<file path="config.mk">
export PLATFORM = sky130hd
export DESIGN_NAME = adcseq_ctrl
export DESIGN_NICKNAME = d
export VERILOG_FILES = /design/src/rtl/adcseq_pkg.sv /design/src/rtl/adcseq_trig_sync.sv /design/src/rtl/adcseq_sar.sv /design/src/rtl/adcseq_result.sv /design/src/rtl/adcseq_ctrl.sv
export SDC_FILE = /design/constraint.sdc
export NUM_CORES = 1
export LEC_CHECK = 0
export ABC_CLOCK_PERIOD_IN_PS = 3000
export BUFFER_PORTS_ARGS = -buffer_cell sky130_fd_sc_hd__buf_2
export CAP_MARGIN = 5
export CORE_MARGIN = 4
export CORE_UTILIZATION = 29
export CTS_CLUSTER_SIZE = 12
export DETAILED_ROUTE_END_ITERATION = 6
export MAX_ROUTING_LAYER = met4
export PLACE_DENSITY = 0.44
export SKIP_CTS_REPAIR_TIMING = 1
export SLEW_MARGIN = 20
export SYNTH_ARGS = -nofsm -noshare
export SYNTH_HDL_FRONTEND = slang
export SYNTH_SLANG_ARGS = --single-unit
</file>
<file path="constraint.sdc">
create_clock -name clk -period 3 [get_ports clk]
set_input_delay 0.15 -clock clk [delete_from_list [all_inputs] [get_ports clk]]
set_output_delay 0.15 -clock clk [all_outputs]
set_load 0.01 [all_outputs]
</file>
<file path="src/rtl/adcseq_pkg.sv">
// Shared defaults and register encodings for the converter sequencer.
package adcseq_pkg;
    localparam int DEF_RES_W      = 10;
    localparam int DEF_CONV_LEN   = 64;
    localparam int DEF_SAMPLE_LEN = 8;
    localparam int DEF_CH_W       = 3;
    localparam int DEF_SYNC_STG   = 2;
    localparam int REG_W          = 8;
    localparam int DATA_W         = 16;
    localparam int ADDR_W         = 2;

    // Register addresses on the bus
    typedef enum logic [ADDR_W-1:0] {
        A_CTRL = 2'd0,
        A_SEL  = 2'd1,
        A_RES  = 2'd2
    } reg_addr_e;

    // Control register bit positions
    localparam int CB_RUN  = 7;
    localparam int CB_EN   = 0;
    localparam int CB_TRIG = 1;
endpackage

</file>
<file path="src/rtl/adcseq_trig_sync.sv">
// Trigger synchronizer and rising-edge detector.
// Assumes async_in is a slow level; rise is a one-cycle pulse STAGES cycles late.
module adcseq_trig_sync #(
    parameter int STAGES = adcseq_pkg::DEF_SYNC_STG
) (
    input  logic clk,
    input  logic rst_n,
    input  logic async_in,
    output logic rise
);
    logic [STAGES:0] sh_q;

    // Shift the pin through the synchronizer chain plus one history flop
    always_ff @(posedge clk) begin
        if (!rst_n) sh_q <= '0;
        else        sh_q <= {sh_q[STAGES-1:0], async_in};
    end

    assign rise = sh_q[STAGES-1] & ~sh_q[STAGES];
endmodule

</file>
<file path="src/rtl/adcseq_sar.sv">
// Conversion timing and successive-approximation register.
// Assumes start and stop are never high together unless stop should win.
module adcseq_sar #(
    parameter int RES_W      = adcseq_pkg::DEF_RES_W,
    parameter int CONV_LEN   = adcseq_pkg::DEF_CONV_LEN,
    parameter int SAMPLE_LEN = adcseq_pkg::DEF_SAMPLE_LEN
) (
    input  logic             clk,
    input  logic             rst_n,
    input  logic             start,
    input  logic             stop,
    input  logic             repeat_en,
    input  logic             cmp_in,
    output logic             busy,
    output logic             eoc,
    output logic             sample_en,
    output logic [RES_W-1:0] dac_code,
    output logic [RES_W-1:0] conv_val
);
    localparam int CNT_W = $clog2(CONV_LEN);
    localparam logic [CNT_W-1:0] LAST   = CNT_W'(CONV_LEN - 1);
    localparam logic [CNT_W-1:0] SMP_N  = CNT_W'(SAMPLE_LEN);
    localparam logic [CNT_W-1:0] DEC_HI = CNT_W'(SAMPLE_LEN + RES_W);

    logic             busy_q;
    logic [CNT_W-1:0] cnt_q;
    logic [RES_W-1:0] sar_q;
    logic [RES_W-1:0] dec_mask;
    logic             deciding;

    // Flag the cycles in which one bit is being decided
    assign deciding = busy_q && (cnt_q >= SMP_N) && (cnt_q < DEC_HI);

    // One-hot marker of the bit under trial, MSB first
    always_comb begin
        dec_mask = '0;
        for (int b = 0; b < RES_W; b++) begin
            if (deciding && (int'(cnt_q) - SAMPLE_LEN == RES_W - 1 - b))
                dec_mask[b] = 1'b1;
        end
    end

    // Sequence counter, run flag and bit decisions
    always_ff @(posedge clk) begin
        if (!rst_n) begin
            busy_q <= 1'b0;
            cnt_q  <= '0;
            sar_q  <= '0;
        end else if (stop) begin
            busy_q <= 1'b0;
            cnt_q  <= '0;
        end else if (start) begin
            busy_q <= 1'b1;
            cnt_q  <= '0;
            sar_q  <= '0;
        end else if (busy_q) begin
            if (cnt_q == LAST) begin
                busy_q <= repeat_en;
                cnt_q  <= '0;
                sar_q  <= '0;
            end else begin
                cnt_q <= cnt_q + CNT_W'(1);
                for (int b = 0; b < RES_W; b++) begin
                    if (dec_mask[b]) sar_q[b] <= cmp_in;
                end
            end
        end
    end

    assign busy      = busy_q;
    assign eoc       = busy_q && (cnt_q == LAST);
    assign sample_en = busy_q && (cnt_q < SMP_N);
    assign dac_code  = sar_q | dec_mask;
    assign conv_val  = sar_q;
endmodule

</file>
<file path="src/rtl/adcseq_result.sv">
// Result register with end-of-conversion collision rules.
// A config write cancels the load; a result read defers it by a cycle.
module adcseq_result #(
    parameter int RES_W = adcseq_pkg::DEF_RES_W
) (
    input  logic             clk,
    input  logic             rst_n,
    input  logic             eoc,
    input  logic [RES_W-1:0] conv_val,
    input  logic             rd_hit,
    input  logic             cfg_wr,
    output logic [RES_W-1:0] res_q,
    output logic             pend,
    output logic             irq
);
    logic             pend_q;
    logic             irq_q;
    logic [RES_W-1:0] pend_val;
    logic [RES_W-1:0] res_r;
    logic [RES_W-1:0] load_val;

    // Choose between a fresh result and a deferred one
    assign load_val = eoc ? conv_val : pend_val;

    // Apply, defer or drop the result load
    always_ff @(posedge clk) begin
        if (!rst_n) begin
            pend_q   <= 1'b0;
            pend_val <= '0;
            res_r    <= '0;
            irq_q    <= 1'b0;
        end else begin
            irq_q <= 1'b0;
            if (cfg_wr) begin
                pend_q <= 1'b0;
            end else if (eoc || pend_q) begin
                if (rd_hit) begin
                    pend_q   <= 1'b1;
                    pend_val <= load_val;
                end else begin
                    res_r  <= load_val;
                    irq_q  <= 1'b1;
                    pend_q <= 1'b0;
                end
            end
        end
    end

    assign res_q = res_r;
    assign pend  = pend_q;
    assign irq   = irq_q;
endmodule

</file>
<file path="src/rtl/adcseq_ctrl.sv">
// Top: bus registers, start/stop decisions and output mapping.
// Assumes single-cycle bus strobes; read data is valid in the strobe cycle.
module adcseq_ctrl
    import adcseq_pkg::*;
#(
    parameter int RES_W      = DEF_RES_W,
    parameter int CONV_LEN   = DEF_CONV_LEN,
    parameter int SAMPLE_LEN = DEF_SAMPLE_LEN,
    parameter int CH_W       = DEF_CH_W
) (
    input  logic              clk,
    input  logic              rst_n,
    input  logic              standby,
    input  logic              bus_wr,
    input  logic              bus_rd,
    input  logic [ADDR_W-1:0] bus_addr,
    input  logic [REG_W-1:0]  bus_wdata,
    output logic [DATA_W-1:0] bus_rdata,
    input  logic              ext_trig,
    input  logic              cmp_in,
    output logic [RES_W-1:0]  dac_code,
    output logic              sample_en,
    output logic [CH_W-1:0]   ch_sel,
    output logic              busy,
    output logic              irq,
    output logic              pwr_on
);
    logic [REG_W-1:0] ctrl_q, ctrl_nxt;
    logic [CH_W-1:0]  sel_q;
    logic             wr_ctrl, wr_sel, cfg_wr, rd_res;
    logic             trig_rise, start, stop, eoc, pend;
    logic             soft_now, soft_nxt, trig_arm;
    logic [RES_W-1:0] conv_val, res_q;

    // Decode bus strobes
    assign wr_ctrl = bus_wr && (bus_addr == A_CTRL);
    assign wr_sel  = bus_wr && (bus_addr == A_SEL);
    assign cfg_wr  = wr_ctrl || wr_sel;
    assign rd_res  = bus_rd && (bus_addr == A_RES);
    assign ctrl_nxt = wr_ctrl ? bus_wdata : ctrl_q;

    // Control and select registers
    always_ff @(posedge clk) begin
        if (!rst_n) begin
            ctrl_q <= '0;
            sel_q  <= '0;
        end else begin
            if (wr_ctrl) ctrl_q <= bus_wdata;
            if (wr_sel)  sel_q  <= bus_wdata[CH_W-1:0];
        end
    end

    // Mode qualifiers for current and incoming settings
    assign soft_now = ctrl_q[CB_RUN] && ctrl_q[CB_EN] && !ctrl_q[CB_TRIG];
    assign soft_nxt = ctrl_nxt[CB_RUN] && ctrl_nxt[CB_EN] && !ctrl_nxt[CB_TRIG];
    assign trig_arm = ctrl_q[CB_RUN] && ctrl_q[CB_EN] && ctrl_q[CB_TRIG];

    // Start and stop decisions
    always_comb begin
        stop  = standby || (cfg_wr && !soft_nxt);
        start = 1'b0;
        if (!standby) begin
            if (cfg_wr)
                start = soft_nxt;
            else if (!busy)
                start = soft_now || (trig_arm && trig_rise && !pend);
        end
    end

    adcseq_trig_sync #(.STAGES(DEF_SYNC_STG)) u_sync (
        .clk      (clk),
        .rst_n    (rst_n),
        .async_in (ext_trig),
        .rise     (trig_rise)
    );

    adcseq_sar #(
        .RES_W      (RES_W),
        .CONV_LEN   (CONV_LEN),
        .SAMPLE_LEN (SAMPLE_LEN)
    ) u_sar (
        .clk       (clk),
        .rst_n     (rst_n),
        .start     (start),
        .stop      (stop),
        .repeat_en (soft_now),
        .cmp_in    (cmp_in),
        .busy      (busy),
        .eoc       (eoc),
        .sample_en (sample_en),
        .dac_code  (dac_code),
        .conv_val  (conv_val)
    );

    adcseq_result #(.RES_W(RES_W)) u_res (
        .clk      (clk),
        .rst_n    (rst_n),
        .eoc      (eoc),
        .conv_val (conv_val),
        .rd_hit   (rd_res),
        .cfg_wr   (cfg_wr),
        .res_q    (res_q),
        .pend     (pend),
        .irq      (irq)
    );

    // Read-data multiplexer
    always_comb begin
        bus_rdata = '0;
        case (bus_addr)
            A_CTRL:  bus_rdata = DATA_W'(ctrl_q);
            A_SEL:   bus_rdata = DATA_W'(sel_q);
            A_RES:   bus_rdata = DATA_W'(res_q);
            default: bus_rdata = '0;
        endcase
    end

    assign ch_sel = sel_q;
    assign pwr_on = (ctrl_q[CB_RUN] || ctrl_q[CB_EN]) && !standby;
endmodule

</file>
# Yosys cells after proc, flatten, opt, wreduce, memory -nomap -nowiden
# Cells that the tools add are included.
# word_totals
regBits	53
inputBits	17
output_inout_bits	33
elab_cells	145
# op_classes
n_addsub	2
bitwise	8
muxes	35
n_reduce_logical	65
n_lt_le_gt_ge	3
n_eq_ne	12
# op_table
operator	count
== test 32 x 4 -> 1 bit (second input constant)	4
== test 32 x 3 -> 1 bit (second input constant)	2
== test 32 x 5 -> 1 bit (second input constant)	2
2-to-1 mux 10 bit	4
AND reduction 3 bit	12
== test 32 x 2 -> 1 bit (second input constant)	1
logical NOT 32 bit	1
case mux 10 bit (3 select lines)	1
nonzero test 3 bit	10
2-to-1 mux 1 bit	28
logical AND 1 bit	26
bitwise OR 10 bit	1
2-to-1 mux 8 bit	1
subtractor 6 x 4 -> 7 bit (second input constant)	1
adder 6 x 1 -> 6 bit (second input constant)	1
== test 6 bit (second input constant)	1
>= comparator 6 x 4 -> 1 bit (second input constant)	1
less-than comparator 6 x 4 -> 1 bit (second input constant)	1
less-than comparator 6 x 5 -> 1 bit (second input constant)	1
2-to-1 mux 6 bit	1
inverter 1 bit	6
OR reduction 3 bit	2
logical NOT 1 bit	5
logical OR 1 bit	5
other kinds (6)	7

# Longest topological paths before layout
# Gate-level depths: netlist of the first run.
# logic_depth
word_depth	10
ltp_mapped	8
mapped_depth_nobuf	8

# By module
# A second synthesis of the first run with hierarchy kept.
# hier_totals
cells_unflattened	297
hier_area_um2	2925.3
# by_module_without_submodules
module	area_each_um2	seq_area_each_um2	cells_per_inst	n_inst
adcseq_sar	1153.6	340.3	122	1
adcseq_result	939.7	440.4	85	1
adcseq_ctrl	739.5	220.2	83	1
adcseq_trig_sync	92.6	60.1	7	1

# Least setup slack after synthesis of the first run
# OpenSTA, ideal clock, no wires.
# synth_timing
path_type	register -> register
startpoint	register u_sar.cnt_q[3]
endpoint	register u_sar.sar_q[4], in the netlist u_sar.conv_val[4]
t_required_ps	2879
path_buffers	0
synth_period_minus_slack_ps	2293
path_stages_with_launch	9
t_arrival_ps	2172
setup_time_ps	121
slack_ps	707
cell_sequence	dfxtp_1 inv_1 ha_1 ha_1 nand4b_1 or4b_2 a21bo_2 nand3_1 nand3_1
# synth_via
elab_chain_len	7
elab_cells_between_ends	14
# synth_rtl
element	line	rtl
start, declared	adcseq_sar.sv:26	logic [CNT_W-1:0] cnt_q;
start signal, assigned	adcseq_sar.sv:62	cnt_q <= cnt_q + CNT_W'(1);
branches (longest 7 deep; another with subtractor 6 x 4 -> 7 bit)	--	
end signal, assigned by index	adcseq_sar.sv:64	if (dec_mask[b]) sar_q[b] <= cmp_in;
end, declared	adcseq_sar.sv:27	logic [RES_W-1:0] sar_q;
# Several ways; the timed one is not identified. The select of a mux whose other input is x is not followed.
# A chain may end at the register's enable or synchronous reset.

# Final worst setup path of the first run
# layout_timing
startpoint	register u_sar.cnt_q[3]
endpoint	output dac_code[7]
# layout_via
elab_chain_len	6
elab_cells_between_ends	9
# layout_rtl
element	line	rtl
branches (longest 3 deep; another with subtractor 6 x 4 -> 7 bit)	--	
logical AND 1 bit *	adcseq_sar.sv:38	if (deciding && (int'(cnt_q) - SAMPLE_LEN == RES_W - 1 - b))
2-to-1 mux 1 bit *	adcseq_sar.sv:38	
bitwise OR 10 bit *	adcseq_sar.sv:73	assign dac_code = sar_q | dec_mask;
end, declared	adcseq_ctrl.sv:21	output logic [RES_W-1:0] dac_code,
# Mark *: on every way between the ends.

==> results of run 1 <==
power by group:
group          internal [uW]  leakage [uW]  switching (uW)  total (uW)
clock network            163     0.0000450             235         397
logic                   38.0      0.000798            56.6        94.6
registers                710      0.000428            5.60         716
total                    911       0.00127             297        1210
cell usage in the layout, fill, tap and decap left out, drive strengths merged, types with 2 or more instances in the layout:
cell	instances
nor2	31
nor4bb	2
clkinv	3
o21ai	12
o22ai	3
nand2	62
conb	6
nand4	3
nor4	4
a21oi	14
a21o	4
buf	55
a32o	3
nor3	4
o2bb2ai	2
and2	8
o31a	2
dfxtp	53
ha	8
mux2i	21
a311oi	10
nor2b	12
or2b	3
a21boi	6
inv	14
clkbuf	6
nand2b	5
nand3	6
area by class of cell:
class | instances | area (um2)
inverter | 15 | 56.30
tap | 111 | 138.9
sequential | 53 | 1061
multi-input combinational | 246 | 1524
clock buffer | 6 | 72.57
fill | 987 | 6028
clock inverter | 2 | 10.01
timing repair buffer | 55 | 305.3
kinds of logic (layout without fill, tap and decap cells):
kind of cell,after synthesis,count (layout),synth area share
adder cells (fa/ha/maj),8,8,0.03680
AND/OR/NAND/NOR,146,146,0.2617
other,1,6,0.001379
XOR/XNOR,2,2,0.006441
multiplexers,22,22,0.08142
AO/OA/AOI/OAI,62,62,0.1656
flip-flops,53,53,0.3901
buffers and inverters,34,78,0.05657
worst max path at each step:
| stage | startpoint | endpoint | slack, ns | cells past startpoint |
|---|---|---|---|---|
| after floorplan | u_sar.cnt_q[3] | u_sar.conv_val[4] | 0.71 | 8 |
| after detailed placement | u_sar.cnt_q[3] | u_sar.conv_val[4] | 0.54 | 8 |
| after global routing | u_sar.cnt_q[3] | dac_code[7] | 0.05 | 8 |
| after CTS | u_sar.cnt_q[3] | dac_code[7] | 0.24 | 8 |
| final | u_sar.cnt_q[3] | dac_code[7] | 0.27 | 8 |
| after global placement | u_sar.cnt_q[3] | u_sar.conv_val[4] | 0.58 | 8 |
sequential cells by signal, summed over array words and instances (netlist names):
register	count
u_res.pend	1
u_res.pend_val	10
u_sar.busy	1
ch_sel	3
u_sync.sh_q	3
u_sar.conv_val	10
u_res.res_q	10
ctrl_q	8
u_res.irq	1
u_sar.cnt_q	6
layer usage:
layer | vias up | routed length (um)
met1 | 1054 | 3474
met3 | 7 | 347
met5 | - | 0
met2 | 58 | 3221
met4 | 0 | 74
li1 | 1220 | -
cell usage after synthesis, types with 2 or more instances:
cell type	instances	area, um2
ha_1	8	100.1
nor2b_1	12	75.07
nor2_1	30	112.6
a311oi_1	10	87.58
dfxtp_1	53	1061
o2bb2ai_1	2	17.52
inv_1	14	52.55
and2_1	8	50.05
a21oi_1	14	70.07
buf_4	6	45.04
nand3_1	6	30.03
o31a_1	2	17.52
o21ai_0	12	60.06
nand2b_1	5	31.28
a21boi_0	6	45.04
nand2_1	62	232.7
a32o_1	3	30.03
nor4_1	4	25.02
o22ai_1	3	18.77
buf_2	3	15.01
nor3_1	3	15.01
nand4_1	3	18.77
clkbuf_1	10	37.54
mux2i_1	21	210.2
or2b_1	3	22.52
nor4bb_1	2	20.02
a21o_1	4	30.03
metrics by stage:
| step | hold WS, ns | worst slack (ns) | utilization | power [uW] | instance area (um2) |
|---|---|---|---|---|---|
| 5_1_grt | 0.03579 | 0.04698 | 0.3445 | 1275 | 3168 |
| 6_report | 0.04671 | 0.2714 | 0.3445 | 1207 | 3168 |
| 4_1_cts | 0.03156 | 0.2396 | 0.3445 | 1236 | 3168 |
| 3_3_place_gp | 0.3638 | 0.5816 | 0.3355 | 828.4 | 3085 |
| 2_1_floorplan | 0.2772 | 0.7074 | - | 794.0 | 2739 |
| 3_5_place_dp | 0.3635 | 0.5377 | 0.3355 | 828.0 | 3085 |
critical path, stage by stage, from the launching register on:
cell	delay [ns]
dfxtp_1	0.49
inv_1	0.12
ha_1	0.21
ha_1	0.29
nand4b_1	0.20
a2111oi_4	0.54
nand2_1	0.13
or2b_1	0.17
buf_2	0.12
==> impl_metrics.tcl, run 1 <==
set metrics [dict create \
    status "completed" \
    min_from "ext_trig" \
    max_freq_mhz 366.5 \
    cts_tree "yes" \
    pin_count 50 \
    start_util 0.2958 \
    clk_pin_slew_worst_paths_ns 0.09 \
    use_met2 0.2094 \
    cp-start-kind "flop" \
    wl_per_cell_um 14.59 \
    antenna_cells 0 \
    r2r_end "u_sar.conv_val[4]" \
    drc 0 \
    ys_seq_elements 53 \
    end_kind "output pin" \
    first_pass_iters 4 \
    relSlewSlack 0.5804 \
    cts-htree-levels 2 \
    syn2layout_area_growth_pct 16.47 \
    fin_setup_tns_ns 0 \
    crit_arrival_ns 2.58 \
    hold_end "u_sync.sh_q[0]" \
    io_buffers 43 \
    synth_flop_cell "dfxtp_1" \
    ant_nets 0 \
    antenna_found_initial 0 \
    setup_violations 0 \
    drive_above_1_share 0.1883 \
    die-area_um2 10990 \
    synth_seq_area_share 0.3901 \
    final_cell_count_no_fill 488 \
    fin_skew_ns 0.005984 \
    period_needed_ns 2.729 \
    rrSetupSlack_ns 0.52 \
    cts-buffers-inserted 5 \
    vias 2339 \
    avgSynthCellArea_um2 8.293 \
    cts-root-buf "clkbuf_8" \
    reg2reg_from "u_sar.cnt_q[3]" \
    gr-total-overflow 0 \
    routed_wirelength_mm 7.118 \
    grt.busiest_layer "met2" \
    grt.total_usage 0.1371 \
    worstPathRequired_ns 2.85 \
    gp_congestion 0.8315 \
    min_path_type "input pin to flop" \
    hold_viol 0 \
    dp_cells 480 \
    first_iter_violations 55 \
    ir_drop_mv 0.1435 \
    coreArea_um2 9196 \
    grt_max_degree 22 \
    cts_sinks 53 \
    syn_area_um2 2720 \
    grt_pass1_vias 2266 \
    nets 401 \
    fin_crit_sh 0.9095 \
    dp_hpwl_mm 5.346 \
    rsz0062_at_grt "false" \
    r2r_cells 8 \
    synth_async_sr_flop_share 0 \
    path_class "flop to output pin" \
    clock_latency_ns 0.31 \
    maxCapViolCount 0 \
    drv_slew 0 \
    grt_util_met3 0.02965 \
    ys_warn_count 0 \
    cp_max_fo 9 \
    hold_depth 2 \
    worst_slew_pin_slew_ns 0.6216 \
    p_leak_uw 0.001271 \
    grt_use_met1 0.1833 \
    syn_inst 328 \
    synth_cell_types 46 \
    grt_pass1_wl_mm 11.90 \
    via_per_inst 4.793 \
    die_x_um 104.9 \
    num_rows 35 \
    die_y_um 104.9 \
    synth_edf_count 0 \
    clockBufferDepth 2 \
    powerDensity_nw_per_um2 381.1 \
]
Note: power is estimated with default switching activity, not from simulation.
==> inputs of run 2 (changes only) <==
--- a/config.mk
+++ b/config.mk
@@ -8,12 +8,14 @@
 export ABC_CLOCK_PERIOD_IN_PS = 3000
 export BUFFER_PORTS_ARGS = -buffer_cell sky130_fd_sc_hd__buf_2
 export CAP_MARGIN = 5
+export CELL_PAD_IN_SITES_DETAIL_PLACEMENT = 1
+export CELL_PAD_IN_SITES_GLOBAL_PLACEMENT = 2
 export CORE_MARGIN = 4
 export CORE_UTILIZATION = 29
 export CTS_CLUSTER_SIZE = 12
 export DETAILED_ROUTE_END_ITERATION = 6
 export MAX_ROUTING_LAYER = met4
-export PLACE_DENSITY = 0.44
+export PLACE_DENSITY = 0.69
 export SKIP_CTS_REPAIR_TIMING = 1
 export SLEW_MARGIN = 20
 export SYNTH_ARGS = -nofsm -noshare
==> impl_metrics.tcl, run 2 (same netlist as run 1, synthesis figures left out) <==
set metrics [dict create \
    r2r_cells 8 \
    pin_count 50 \
    end_kind "output pin" \
    grt_max_degree 24 \
    coreArea_um2 9196 \
    fin_skew_ns 0.01223 \
    worst_slew_pin_slew_ns 0.6314 \
    period_needed_ns 2.728 \
    drive_above_1_share 0.1867 \
    cts-root-buf "clkbuf_8" \
    antenna_cells 0 \
    via_per_inst 4.897 \
    cts_tree "yes" \
    final_cell_mix "62 x nand2_1, 53 x dfxtp_1, 43 x buf_2" \
    r2r_end "u_sar.conv_val[4]" \
    maxCapViolCount 0 \
    vias 2380 \
    dp_hpwl_mm 5.690 \
    setup_violations 0 \
    drv_slew 0 \
    ir_drop_mv 0.1657 \
    wl_met1_mm 3.793 \
    die-area_um2 10990 \
    min_path_type "input pin to flop" \
    p_leak_uw 0.001261 \
    p_total_uw 1236 \
    syn2layout_area_growth_pct 16.33 \
    grt.total_usage 0.1460 \
    fin_util 0.3441 \
    final_cell_count_no_fill 486 \
    rsz0062_at_grt "false" \
    clk_pin_slew_worst_paths_ns 0.09 \
    worstPathRequired_ns 2.85 \
    fin_crit_sh 0.9094 \
    combPwrFrac 0.077 \
    dp_cells 478 \
    gp_congestion 0.7621 \
    cp-start-kind "flop" \
    max_freq_mhz 366.5 \
    cts-htree-levels 2 \
    cp_max_fo 9 \
    powerDensity_nw_per_um2 390.7 \
    grt_pass1_vias 2377 \
    fill_cells 1120 \
    grt_pass1_wl_mm 12.59 \
    io_buffers 43 \
    gr-total-overflow 0 \
    drc 0 \
    cts-buffers-inserted 5 \
    die_y_um 104.9 \
    num_rows 35 \
    nets 399 \
    met3WireLength_um 337 \
    path_class "flop to output pin" \
    wl_per_cell_um 15.66 \
    ant_nets 0 \
    clockBufferDepth 2 \
    swShare 0.2583 \
    clkPwrFrac 0.344 \
    seqPwrFrac 0.579 \
    cts_sinks 53 \
    min_from "ext_trig" \
    fin_setup_tns_ns 0 \
    clock_latency_ns 0.31 \
    wl_met2_mm 3.401 \
    hold_viol 0 \
    hold_depth 2 \
    final_common_cell "nand2_1" \
    hold_end "u_sync.sh_q[0]" \
    first_pass_iters 4 \
    first_iter_violations 65 \
    start_util 0.2958 \
    intPower_uw 916.9 \
    die_x_um 104.9 \
    reg2reg_from "u_sar.cnt_q[3]" \
    rrSetupSlack_ns 0.52 \
    crit_arrival_ns 2.58 \
    routed_wirelength_mm 7.611 \
    p_sw_uw 319.4 \
    status "completed" \
    relSlewSlack 0.5737 \
    topRoutingLayerUsed "met4" \
    antenna_found_initial 0 \
]
run 2: area by class of cell:
class                   count  area, um2  share of cell area
clock inverters             3      25.02            0.007908
repair buffers             53      290.3             0.09174
well taps                 111      138.9             0.04389
clock buffers               5      68.82             0.02175
flip-flops and latches     53       1061              0.3353
multi-input cells         246       1524              0.4816
inverters                  15      56.30             0.01779
run 2: how the worst max path moves through the flow:
stage                               from           endpoint  slack [ns]
after global routing      u_sar.cnt_q[3]        dac_code[7]        0.04
final                     u_sar.cnt_q[3]        dac_code[4]        0.27
after global placement    u_sar.cnt_q[3]  u_sar.conv_val[4]        0.58
after detailed placement  u_sar.cnt_q[3]  u_sar.conv_val[4]        0.52
after floorplan           u_sar.cnt_q[3]  u_sar.conv_val[4]        0.71
after CTS                 u_sar.cnt_q[3]        dac_code[7]        0.26
run 2: power groups by stage:
stage	registers [uW]	logic [uW]	clock network, uW
finish	715	95.5	425
CTS	716	98.1	450
global route	717	107	481
global placement	731	96.5	0
detailed placement	732	97.6	0
floorplan	731	63.4	0
run 2: metrics by stage:
stage / hold WS, ns / cell area (um2) / setup slack (ns)
final: 0.04774 / 3164 / 0.2717
after global placement: 0.3644 / 3070 / 0.5764
after floorplan: 0.2772 / 2739 / 0.7074
after detailed placement: 0.3648 / 3070 / 0.5215
after CTS: 0.03687 / 3164 / 0.2575
after global routing: 0.04813 / 3164 / 0.04225
run 2: critical path, cell delays in order, from the launching register on:
cell and delay [ns]:
dfxtp_1 0.49, inv_1 0.12, ha_1 0.22, ha_1 0.29, nand4b_1 0.19, or4b_2 0.71, nand2b_1 0.13, buf_2 0.14
run 2: layer usage:
layer  global-route usage  vias up
met5                    -        -
met3              0.03088        8
met4              0.03374        0
li1                     -     1209
met1               0.1973     1117
met2               0.2246       46
